$ cat config.mk
export PLATFORM = sky130hd
export DESIGN_NAME = base_timer16
export DESIGN_NICKNAME = d
export VERILOG_FILES = /design/src/rtl/base_timer_pkg.sv /design/src/rtl/bt_rate_gen.sv /design/src/rtl/bt_quad_decode.sv /design/src/rtl/bt_count_core.sv /design/src/rtl/base_timer16.sv
export SDC_FILE = /design/constraint.sdc
export NUM_CORES = 1
export LEC_CHECK = 0
export BUFFER_PORTS_ARGS = -buffer_cell sky130_fd_sc_hd__buf_2
export CORE_MARGIN = 4
export CORE_UTILIZATION = 52
export CTS_CLUSTER_DIAMETER = 50
export DETAILED_ROUTE_END_ITERATION = 16
export GPL_TIMING_DRIVEN = 0
export PLACE_DENSITY = 0.86
export SYNTH_ARGS = -nofsm -noshare
export SYNTH_HDL_FRONTEND = slang
export SYNTH_SLANG_ARGS = --single-unit
$ cat constraint.sdc
create_clock -name clk -period 2.5 [get_ports clk]
set_input_delay 0.5 -clock clk [delete_from_list [all_inputs] [get_ports clk]]
set_output_delay 0.5 -clock clk [all_outputs]
set_load 0.03 [all_outputs]
$ cat src/rtl/base_timer_pkg.sv
package base_timer_pkg;

  typedef enum logic [1:0] {
    SRC_OFF  = 2'b00,
    SRC_RSVD = 2'b01,
    SRC_QUAD = 2'b10,
    SRC_INT  = 2'b11
  } src_e;

  // True when an up-step from cnt carries out of bit `tap`.
  function automatic logic carries_out(input logic [31:0] cnt, input int tap);
    logic all_ones;
    all_ones = 1'b1;
    for (int i = 0; i < 32; i++) begin
      if (i <= tap && !cnt[i]) all_ones = 1'b0;
    end
    return all_ones;
  endfunction

  // Direction of a single-bit two-phase transition: 1 means up.
  function automatic logic quad_is_up(input logic prev_b, input logic cur_a);
    return cur_a ^ prev_b;
  endfunction

endpackage

$ cat src/rtl/bt_rate_gen.sv
module bt_rate_gen (
  input  logic clk,
  input  logic rst_n,
  input  logic enable,
  input  logic fast,
  output logic tick
);
  logic half_q;

  always_ff @(posedge clk or negedge rst_n) begin
    if (!rst_n)       half_q <= 1'b0;
    else if (!enable) half_q <= 1'b0;
    else              half_q <= ~half_q;
  end

  assign tick = enable & (fast | half_q);

  // at half rate no two ticks follow each other
  p_half_rate_gap_r5: assert property (@(posedge clk) disable iff (!rst_n)
    (enable && !fast && tick) |=> !tick);
endmodule

$ cat src/rtl/bt_quad_decode.sv
module bt_quad_decode #(
  parameter int SYNC_STAGES = 2
) (
  input  logic clk,
  input  logic rst_n,
  input  logic enable,
  input  logic pin_a,
  input  logic pin_b,
  output logic step_up,
  output logic step_dn
);
  import base_timer_pkg::*;

  logic [SYNC_STAGES-1:0] sync_a, sync_b;
  logic prev_a, prev_b;
  logic cur_a, cur_b;
  logic single_change;

  assign cur_a = sync_a[SYNC_STAGES-1];
  assign cur_b = sync_b[SYNC_STAGES-1];

  always_ff @(posedge clk or negedge rst_n) begin
    if (!rst_n) begin
      sync_a <= '0;
      sync_b <= '0;
      prev_a <= 1'b0;
      prev_b <= 1'b0;
    end else begin
      sync_a <= {sync_a[SYNC_STAGES-2:0], pin_a};
      sync_b <= {sync_b[SYNC_STAGES-2:0], pin_b};
      prev_a <= cur_a;
      prev_b <= cur_b;
    end
  end

  assign single_change = (cur_a ^ prev_a) ^ (cur_b ^ prev_b);
  assign step_up = enable & single_change &  quad_is_up(prev_b, cur_a);
  assign step_dn = enable & single_change & ~quad_is_up(prev_b, cur_a);

  // a step is only reported when a synchronized input moved
  p_step_needs_edge_r6: assert property (@(posedge clk) disable iff (!rst_n)
    (step_up || step_dn) |-> (cur_a != prev_a || cur_b != prev_b));
endmodule

$ cat src/rtl/bt_count_core.sv
module bt_count_core #(
  parameter int WIDTH  = 16,
  parameter int TAP_HI = WIDTH - 1,
  parameter int TAP_LO = WIDTH - 2
) (
  input  logic             clk,
  input  logic             rst_n,
  input  logic             run,
  input  logic             wr_en,
  input  logic [WIDTH-1:0] wr_value,
  input  logic             clr_req,
  input  logic             up,
  input  logic             dn,
  input  logic             tap_sel,
  output logic [WIDTH-1:0] count,
  output logic             irq
);
  import base_timer_pkg::*;

  logic carry_evt;
  assign carry_evt = up & carries_out(32'(count), tap_sel ? TAP_LO : TAP_HI);

  always_ff @(posedge clk or negedge rst_n) begin
    if (!rst_n) begin
      count <= '0;
      irq   <= 1'b0;
    end else begin
      irq <= 1'b0;
      if (!run)         count <= '0;
      else if (wr_en)   count <= wr_value;
      else if (clr_req) count <= '0;
      else if (up) begin
        count <= count + 1'b1;
        irq   <= carry_evt;
      end else if (dn)  count <= count - 1'b1;
    end
  end

  // an idle timer sits at zero
  p_hold_zero_r1: assert property (@(posedge clk) disable iff (!rst_n)
    !run |=> count == '0);
  // a write while running lands exactly
  p_write_load_r3: assert property (@(posedge clk) disable iff (!rst_n)
    (run && wr_en) |=> count == $past(wr_value));
  // no step request and no clear leaves the count alone
  p_no_step_r4: assert property (@(posedge clk) disable iff (!rst_n)
    (run && !wr_en && !clr_req && !up && !dn) |=> $stable(count));
  // the interrupt never lasts two cycles
  p_irq_single_r7: assert property (@(posedge clk) disable iff (!rst_n)
    irq |=> !irq);
  // the interrupt follows a wrap of the selected tap
  p_irq_after_wrap_r7: assert property (@(posedge clk) disable iff (!rst_n)
    $rose(irq) |-> $past(up && run && !wr_en && !clr_req));
endmodule

$ cat src/rtl/base_timer16.sv
module base_timer16 #(
  parameter int WIDTH       = 16,
  parameter int SYNC_STAGES = 2
) (
  input  logic             clk,
  input  logic             rst_n,
  input  logic             run,
  input  logic [1:0]       src_sel,
  input  logic             fast_sel,
  input  logic             tap_sel,
  input  logic             match_clr_en,
  input  logic [WIDTH-1:0] cmp_value,
  input  logic             ext_clr_en,
  input  logic             ext_clr_in,
  input  logic             phase_a,
  input  logic             phase_b,
  input  logic             wr_en,
  input  logic [WIDTH-1:0] wr_value,
  output logic [WIDTH-1:0] rd_value,
  output logic             irq_pulse
);
  import base_timer_pkg::*;

  localparam int TAP_HI = WIDTH - 1;
  localparam int TAP_LO = WIDTH - 2;

  src_e             src;
  logic             int_tick, quad_up, quad_dn;
  logic             step_up, step_dn;
  logic             match_hit, clr_req;
  logic [WIDTH-1:0] count;

  assign src = src_e'(src_sel);

  bt_rate_gen u_rate (
    .clk    (clk),
    .rst_n  (rst_n),
    .enable (run && src == SRC_INT),
    .fast   (fast_sel),
    .tick   (int_tick)
  );

  bt_quad_decode #(.SYNC_STAGES(SYNC_STAGES)) u_quad (
    .clk     (clk),
    .rst_n   (rst_n),
    .enable  (src == SRC_QUAD),
    .pin_a   (phase_a),
    .pin_b   (phase_b),
    .step_up (quad_up),
    .step_dn (quad_dn)
  );

  assign step_up   = int_tick | quad_up;
  assign step_dn   = quad_dn;
  assign match_hit = match_clr_en && (count == cmp_value);
  assign clr_req   = match_hit | (ext_clr_en & ext_clr_in);

  bt_count_core #(.WIDTH(WIDTH), .TAP_HI(TAP_HI), .TAP_LO(TAP_LO)) u_core (
    .clk      (clk),
    .rst_n    (rst_n),
    .run      (run),
    .wr_en    (wr_en),
    .wr_value (wr_value),
    .clr_req  (clr_req),
    .up       (step_up),
    .dn       (step_dn),
    .tap_sel  (tap_sel),
    .count    (count),
    .irq      (irq_pulse)
  );

  assign rd_value = count + 1'b1;

  // a match with clearing enabled yields zero next
  p_match_clear_r8: assert property (@(posedge clk) disable iff (!rst_n)
    (run && !wr_en && match_hit) |=> count == '0);
  // the two clear enables are exclusive
  p_clr_exclusive_r9: assert property (@(posedge clk) disable iff (!rst_n)
    !(match_clr_en && ext_clr_en));
  // stopped and reserved sources never request a step
  p_quiet_source_r4: assert property (@(posedge clk) disable iff (!rst_n)
    (src_sel[1] == 1'b0) |-> !(step_up || step_dn));
endmodule

Word level (Yosys, flattened, before mapping)
Cells that the tools add are included.

storage, ports and cells
  input port bits = 45
  word-level logic and storage cells = 137
  flip-flop bits (word level) = 24
  output and inout bits = 17

operators by class
  $add $sub $neg = 2
  reductions and logical operators = 34
  equality and inequality tests = 4
  muxes and demuxes = 43
  bitwise operators = 15
  magnitude comparators = 32

operators by type and width
  operator               number
  $le 6x32->1 const A    16
  $le 5x32->1 const A    8
  $le 4x32->1 const A    4
  $mux 16                5
  $le 3x32->1 const A    2
  $mux 1                 38
  $le 1x32->1 const A    1
  $le 2x32->1 const A    1
  $logic_and 1x1->1      18
  $add 16x1->16 const B  1
  $eq 16x16->1           1
  $logic_not 1->1        16
  $sub 16x1->16 const B  1
  $and 1x1->1            6
  $ne 5x1->1 const B     1
  $eq 2x2->1 const B     2
  $xor 1x1->1            4
  $or 1x1->1             3
  $not 1->1              2

Longest topological paths before layout
Gate-level depths: netlist of run 1.

  depth after elaboration = 40
  depth in mapped cells = 9
  mapped depth without buffers = 8

By module
Synthesis of run 1 repeated with hierarchy kept, for this count alone.

unflattened totals
  cells, all modules = 256
  area total of the unflattened synthesis = 2227.1 µm²

modules (own cells, without submodules)
  module          area each (µm²)  instances  sequential area each (µm²)  cells an instance
  bt_count_core   1520.2           1          425.4                       178
  base_timer16    485.5            1          0.0                         65
  bt_quad_decode  182.7            1          150.1                       10
  bt_rate_gen     38.8             1          25.0                        3

Least setup slack after synthesis of run 1
OpenSTA, ideal clock, no wires.

  path kind = register to register
  start point = register u_core.count[0]
  end point = register u_core.count[12]
  data arrival time = 2.181 ns
  period minus slack after synthesis = 2.306 ns
  stages on the path, launching flop included = 8
  path slack = 0.194 ns
  library setup time = 0.126 ns
  required time = 2.374 ns
  buffers on the path = 0
  cell sequence = dfrtp_1 -> inv_1 -> ha_1 -> or4b_4 -> or2_2 -> o31ai_1 -> a31o_2 -> a21oi_1

between the ends
  cells in the longest elaborated chain, start to end = 6
  elaborated cells on any way between the ends = 11
  classes of those cells = 2 x add/sub; 2 x eq/ne; 5 x mux; 1 x bitwise; 1 x reduce/logical

ends and longest elaborated chain
  what                                           RTL line                                 RTL
  from (decl)                                    bt_count_core.sv:15                      output logic [WIDTH-1:0] count,
  from (signal assigned)                         bt_count_core.sv:30                      else if (wr_en) count <= wr_value;
  from (signal assigned)                         bt_count_core.sv:33                      count <= count + 1'b1;
  from (signal assigned)                         bt_count_core.sv:35                      end else if (dn) count <= count - 1'b1;
  $sub 16x1->16 or $eq 16x16->1 (tied branches)  bt_count_core.sv:35, base_timer16.sv:55
  $mux 16 or $logic_and 1x1->1 (tied branches)   bt_count_core.sv:35, base_timer16.sv:55
  $mux 16 or $or 1x1->1 (tied branches)          bt_count_core.sv:32, base_timer16.sv:56
  $mux 16                                        bt_count_core.sv:31                      else if (clr_req) count <= '0;
  $mux 16                                        bt_count_core.sv:30
  $mux 16                                        bt_count_core.sv:29                      if (!run) count <= '0;

Several ways; a longest one is shown, not always the timed one. The select of a mux whose other input is x is not followed.
A chain may end at the register's enable or synchronous reset.

Worst setup path after layout of run 1
Same ends and word-level chain as after synthesis.

==> impl_metrics.env, run 1 <==
export IMPL_synthAdderAreaFrac=0.0178
export IMPL_power_density_nw_per_um2=489
export IMPL_drive_above_1_share=0.341
export IMPL_numCtsBuffers=3
export IMPL_crit_required_ps=2690
export IMPL_final_cell_area_um2=2620
export IMPL_async_reset_ff_frac=1.00
export IMPL_routedWlPerCell_um=18.2
export IMPL_p_leak_nw=1.24
export IMPL_dr_max_layer_used="met4"
export IMPL_drt_met1_wl_um=2610
export IMPL_path_clk_slew_ps=100
export IMPL_arrival_ps=2660
export IMPL_drc=0
export IMPL_vias_per_cell=6.37
export IMPL_worst_slew_pin_slew_ps=577
export IMPL_place_inst=366
export IMPL_yosysWarnings=0
export IMPL_rsz0062_at_grt="yes"
export IMPL_hpwl_um=4690
export IMPL_grt_max_degree=25
export IMPL_yosysTopAreaCell="dfrtp_1"
export IMPL_r2r_end="u_core.count[12]"
export IMPL_finClkSkew_ps=7.60
export IMPL_syn_num_nets=306
export IMPL_syn_instance_count=258
export IMPL_htreeDepth=1
export IMPL_grt_pass1_vias=2104
export IMPL_yosys_area_share_simple=0.264
export IMPL_clkLatencyLatePin_ps=280
export IMPL_hold_viol=0
export IMPL_cp_end_kind="flop"
export IMPL_grt_util_all_layers=0.240
export IMPL_yosysSeqAreaShare=0.284
export IMPL_tritoncts="built"
export IMPL_ioPinCount=62
export IMPL_fin_ws_ps=38.4
export IMPL_synth_xor_area_share=0.156
export IMPL_synth_area_leaders="dfrtp_1, xor2_1, nand2_1"
export IMPL_placed_area_um2=2470
export IMPL_synth_edf_count=0
export IMPL_ys_flop_type="dfrtp_1"
export IMPL_drt_total_wl_um=6680
export IMPL_wl_met3_um=752
export IMPL_synthMuxAreaShare=0.0296
export IMPL_path_max_fanout=6
export IMPL_postCtsHoldBufs=0
export IMPL_diodes=0
export IMPL_pre_cts_slack_ps=42.3
export IMPL_drv_slew=0
export IMPL_cts_max_path_buffers=2
export IMPL_ant_nets=0
export IMPL_maxCapViolCount=0
export IMPL_relSlewSlack=0.613
export IMPL_coreArea_um2=3800
export IMPL_layout_nets=369
export IMPL_clockRootBuffer="clkbuf_8"
export IMPL_die_x_um=71.8
export IMPL_gp_congestion=0.921
export IMPL_rr_worst_depth=7
export IMPL_status="complete, no violations"
export IMPL_slowest_stage="or4b_4"
export IMPL_setup_viol=0
export IMPL_synth_top_area_share=0.284
export IMPL_vias=2345
export IMPL_wl_met2_um=3080
export IMPL_post_cts_buffers=0
export IMPL_start_util=0.557
export IMPL_ys_ff_latch=24
export IMPL_fin_crit_ps=2460
export IMPL_grt_overflow=0
export IMPL_final_cells=368
export IMPL_hold_slack_ps=204
export IMPL_startpoint_type="flop"
export IMPL_die_height_um=71.8
export IMPL_critPathMaxStageDelay_ps=530
export IMPL_drt_iter0_markers=262
export IMPL_grt_pass1_wl_um=9850
export IMPL_area_growth_pct=24.0
export IMPL_rows=22
export IMPL_drtPass1Iterations=5
export IMPL_path_cells="inv_1, ha_1, or4b_4, or2_2, o31ai_1, o221ai_1, a21oi_1"
export IMPL_port_buffer_count=60
export IMPL_peakVddDrop_v=0.000235
export IMPL_syn_area_um2=2110
export IMPL_dieArea_um2=5150
export IMPL_period_share=0.985
export IMPL_antenna_found_initial=0
export IMPL_yosysUniqueCellTypes=59
export IMPL_synth_top_family_by_area="simple AND/OR/NAND/NOR gates"
export IMPL_regToRegSetupSlack_ps=40
export IMPL_max_freq_mhz=406
export IMPL_path_class="flop to flop"
export IMPL_synth_compound_area_frac=0.196
export IMPL_cts_sinks=24
export IMPL_synth_area_per_cell_um2=8.20
export IMPL_r2r_start="u_core.count[0]"
export IMPL_hold_class="primary input to async pin"
[kinds of logic after synthesis]
group | Yosys count
AND/OR/NAND/NOR | 107
multiplexers | 6
flip-flops | 24
XOR/XNOR | 36
AO/OA/AOI/OAI | 58
buffers and inverters | 24
adder cells (fa/ha/maj) | 3
[layout make-up]
class / count / area (um2)
clock inverters: 1 / 30.0
inverters: 6 / 22.5
well taps: 48 / 60.1
clock buffers: 3 / 41.3
repair buffers: 60 / 300
multi-input cells: 210 / 1470
fillers: 306 / 1180
plain buffers: 16 / 88.8
flip-flops and latches: 24 / 607
[layout by cell type (no fill, tap or decap), types with 7 or more instances in the layout]
master   count
xor2_1      20
nor3b_1      8
a21oi_1     14
nand3_1     12
dfrtp_1     19
xnor2_1     14
nor3_1       7
nand2_1     32
buf_2       64
o21ai_0      9
nor2_1      13
[sequential cells by signal, indices dropped and copies added (netlist names)]
signal / count
u_core.count: 16
u_core.irq: 1
u_quad.prev_a: 1
u_quad.prev_b: 1
u_quad.sync_a: 2
u_quad.sync_b: 2
u_rate.half_q: 1
[critical path: cells and delay by family, from the launching register on]
kind	cells	cell delay, ps
and+or+nand+nor	2	850
adders and majority gates	1	270
AOI/OAI and AO/OA	3	640
buffers and inverters	1	140
DFF	1	480
[what timing repair did]
action	CTS	global route
endpoints found under the hold margin	0	0
gates resized for setup	6	16
setup endpoints to repair	7	16
[layer usage]
metal	global-route usage	up-vias
met5	0	-
met4	0.0772	0
met3	0.0224	30
met2	0.396	182
met1	0.330	1087
li1	-	1046
[how the worst max path moves through the flow]
stage,start,endpoint
final,u_core.count[0],u_core.count[12]
after global routing,u_core.count[2],rd_value[15]
after CTS,u_core.count[12],rd_value[14]
after detailed placement,u_core.count[6],u_core.count[9]
after global placement,cmp_value[15],u_core.count[10]
after floorplan,u_core.count[0],u_core.count[12]
[cell usage after synthesis (all sizes together), types with 3 or more instances]
cell,number
nand2,33
dfrtp,24
xor2,21
a21oi,16
nor2,15
xnor2,15
nand3,14
o21ai,13
buf,10
nor3,9
nor4,9
clkbuf,8
nor3b,8
o31ai,7
inv,5
mux2i,4
a31o,3
ha,3
nand2b,3
or2,3
or3,3
[power by group]
group | internal [mW] | switching [mW] | leakage, nW | total, mW
clock | 0.214 | 0.138 | 0.0357 | 0.352
combinational | 0.194 | 0.293 | 0.900 | 0.487
sequential | 0.414 | 0.0303 | 0.305 | 0.444
[per-stage QoR]
stage / setup TNS, ps / util / power, mW
final: 0 / 0.690 / 1.28
after global routing: -55.7 / 0.690 / 1.34
after CTS: 0 / 0.675 / 1.26
after detailed placement: 0 / 0.652 / 0.913
after global placement: 0 / 0.652 / 0.897
after floorplan: 0 / - / 0.777
No activity file was read; power rests on OpenSTA's default activity.
==> run 2: changes to the inputs <==
CORE_UTILIZATION = 53   (was 52)
GPL_ROUTABILITY_DRIVEN = 1   (was default)
PLACE_DENSITY = 0.87   (was 0.86)
SYNTH_HIERARCHICAL = 1   (was default)
==> run 2 against run 1 <==
Against the previous run: synthesized area is 5.3% higher; the run now ends with setup timing left; setup slack worse by 380 ps; largest cell class unchanged; combinational power is 130% higher.
==> impl_metrics.env, run 2 <==
export IMPL_postCtsHoldBufs=0
export IMPL_maxCapViolCount=0
export IMPL_die_x_um=72.8
export IMPL_relSlewSlack=0.627
export IMPL_synth_edf_count=0
export IMPL_ant_nets=0
export IMPL_cp_end_kind="flop"
export IMPL_drc=0
export IMPL_startpoint_type="flop"
export IMPL_rr_worst_depth=12
export IMPL_path_max_fanout=9
export IMPL_max_freq_mhz=352
export IMPL_tritoncts="built"
export IMPL_drv_slew=0
export IMPL_r2r_end="u_core/count[15]"
export IMPL_cp_top_family="compound AO/OA/AOI/OAI gates"
export IMPL_largest_reg_flops=16
export IMPL_grt_pass1_wl_um=11600
export IMPL_routedWlPerCell_um=23.2
export IMPL_finClkSkew_ps=5.22
export IMPL_cts_sinks=24
export IMPL_start_util=0.553
export IMPL_syn_instance_count=256
export IMPL_ff_latch_area_um2=606
export IMPL_placed_area_um2=2640
export IMPL_cts_max_path_buffers=2
export IMPL_yosysUniqueCellTypes=52
export IMPL_grt_util_all_layers=0.284
export IMPL_drt_iter0_markers=380
export IMPL_yosysMostFrequentCell="xnor2_1"
export IMPL_fin_crit_ps=2840
export IMPL_hold_class="primary input to async pin"
export IMPL_peakVddDrop_v=0.000331
export IMPL_syn_area_um2=2230
export IMPL_path_cells="xor2_2, nor3b_2, or2_4, clkinvlp_4, buf_12, ha_4, o211ai_2, a211oi_2, o41ai_4, o31ai_2, xnor2_1, o21ai_1"
export IMPL_coreArea_um2=4030
export IMPL_syn_num_nets=317
export IMPL_async_reset_ff_frac=1.00
export IMPL_dieArea_um2=5300
export IMPL_clkLatencyLatePin_ps=270
export IMPL_crit_required_ps=2650
export IMPL_top_register="u_core/count"
export IMPL_path_clk_slew_ps=90
export IMPL_path_class="flop to flop"
export IMPL_critPathMaxStageDelay_ps=420
export IMPL_slowest_stage="dfrtp_1"
export IMPL_numCtsBuffers=3
export IMPL_final_cell_area_um2=3210
export IMPL_p_leak_nw=1.40
export IMPL_layout_nets=403
export IMPL_clockRootBuffer="clkbuf_8"
export IMPL_yosysTopAreaCell="dfrtp_1"
export IMPL_port_buffer_count=60
export IMPL_r2r_start="u_quad/prev_a"
export IMPL_antenna_found_initial=0
export IMPL_setup_viol=17
export IMPL_drtPass1Iterations=5
export IMPL_final_common_cell="buf_2"
export IMPL_hpwl_um=5060
export IMPL_crit_start="u_quad/prev_a"
export IMPL_cp_buffers_inverters=2
export IMPL_final_cell_mix="buf_2, xnor2_1, buf_4"
export IMPL_place_inst=366
export IMPL_synthTopCellsByCount="xnor2_1, dfrtp_1, nand2_1, nor2_1, ha_1"
export IMPL_vias_per_cell=6.93
export IMPL_rows=23
export IMPL_multi_input_area_um2=1930
export IMPL_synth_area_per_cell_um2=8.70
export IMPL_grt_max_degree=25
export IMPL_status="complete, but fails checks"
export IMPL_fin_setup_tns_ps=-3010
export IMPL_diodes=0
export IMPL_arrival_ps=2990
export IMPL_ys_flop_type="dfrtp_1"
export IMPL_ys_ff_latch=24
export IMPL_pre_cts_slack_ps=-749
export IMPL_fin_ws_ps=-337
export IMPL_power_density_nw_per_um2=611
export IMPL_area_growth_pct=44.0
export IMPL_p_total_mw=1.96
export IMPL_yosysWarnings=6
export IMPL_period_share=1.13
export IMPL_violations="setup timing"
export IMPL_synth_top_area_share=0.270
export IMPL_final_cells=391
export IMPL_reg_largest_list="u_core/count: 16 flops, u_quad/sync_a: 2 flops, u_quad/sync_b: 2 flops"
export IMPL_gp_congestion=0.886
export IMPL_synth_area_leaders="dfrtp_1, xnor2_1, ha_1"
export IMPL_ioPinCount=62
export IMPL_regToRegSetupSlack_ps=-340
export IMPL_htreeDepth=1
export IMPL_vias=2711
export IMPL_grt_pass1_vias=2429
export IMPL_drt_total_wl_um=9060
export IMPL_fillers=201
export IMPL_yosysSeqAreaShare=0.270
export IMPL_grt_overflow=0
export IMPL_die_height_um=72.8
export IMPL_hold_viol=0
export IMPL_drive_above_1_share=0.449
export IMPL_worst_slew_pin_slew_ps=559
export IMPL_rsz0062_at_grt="yes"
==> run 2: worst max path at each step <==
| stage | end | slack [ps] | depth (start not counted) |
|---|---|---|---|
| after floorplan | u_core/count[15] | -210 | 11 |
| after global placement | u_core/count[11] | -690 | 12 |
| after detailed placement | u_core/count[10] | -750 | 11 |
| after CTS | u_core/count[15] | -170 | 12 |
| after global routing | u_core/count[15] | -430 | 12 |
| final | u_core/count[15] | -340 | 12 |
==> run 2: area by class of cell <==
cell class                      instances  share of cell area
Buffer                                  5             0.00819
Clock buffer                            3              0.0129
Clock inverter                          1             0.00936
Inverter                                6             0.00819
Multi-Input combinational cell        219               0.600
Sequential cell                        24               0.189
Tap cell                               50              0.0195
Timing Repair Buffer                   83               0.153
==> run 2: report_power, final <==
part,internal [mW],switching [mW],leakage [nW]
combinational,0.493,0.608,1.06
sequential,0.422,0.0866,0.303
clock,0.214,0.135,0.0357
total,1.13,0.830,1.40
==> run 2: repair_timing <==
action | in CTS | in global routing
cloned | 0 | 0
gates resized for setup | 43 | 25
pin swaps | 11 | 15
endpoints found under the setup margin | 19 | 21
buffers inserted | 12 | 11
==> run 2: per-stage QoR <==
stage	util	hold slack (ps)
floorplan	-	204
global placement	0.656	337
detailed placement	0.656	343
CTS	0.746	210
global route	0.796	225
finish	0.796	203
==> run 2: worst register-to-register path, delay by kind of cell (launching register included) <==
family	cells	cell delay [ps]
flops	1	420
xor+xnor	2	380
simple gates	2	360
compound gates	5	920
buf+inv	2	310
fa+ha+maj	1	330
==> run 2: logic make-up (layout without fill, tap and decap cells) <==
kind of cell	after synthesis	count (layout)	synth area share
buf+inv	13	98	0.0242
fa+ha+maj	16	16	0.0933
flops	24	24	0.270
compound gates	73	73	0.226
xor+xnor	44	44	0.173
simple gates	86	86	0.213
==> run 2: metal layers <==
layer	track usage	part of all wire	up-vias
li1	-	-	1123
met1	0.335	0.36	1239
met2	0.498	0.47	271
met3	0.0441	0.096	78
met4	0.139	0.077	0
met5	0	0	-
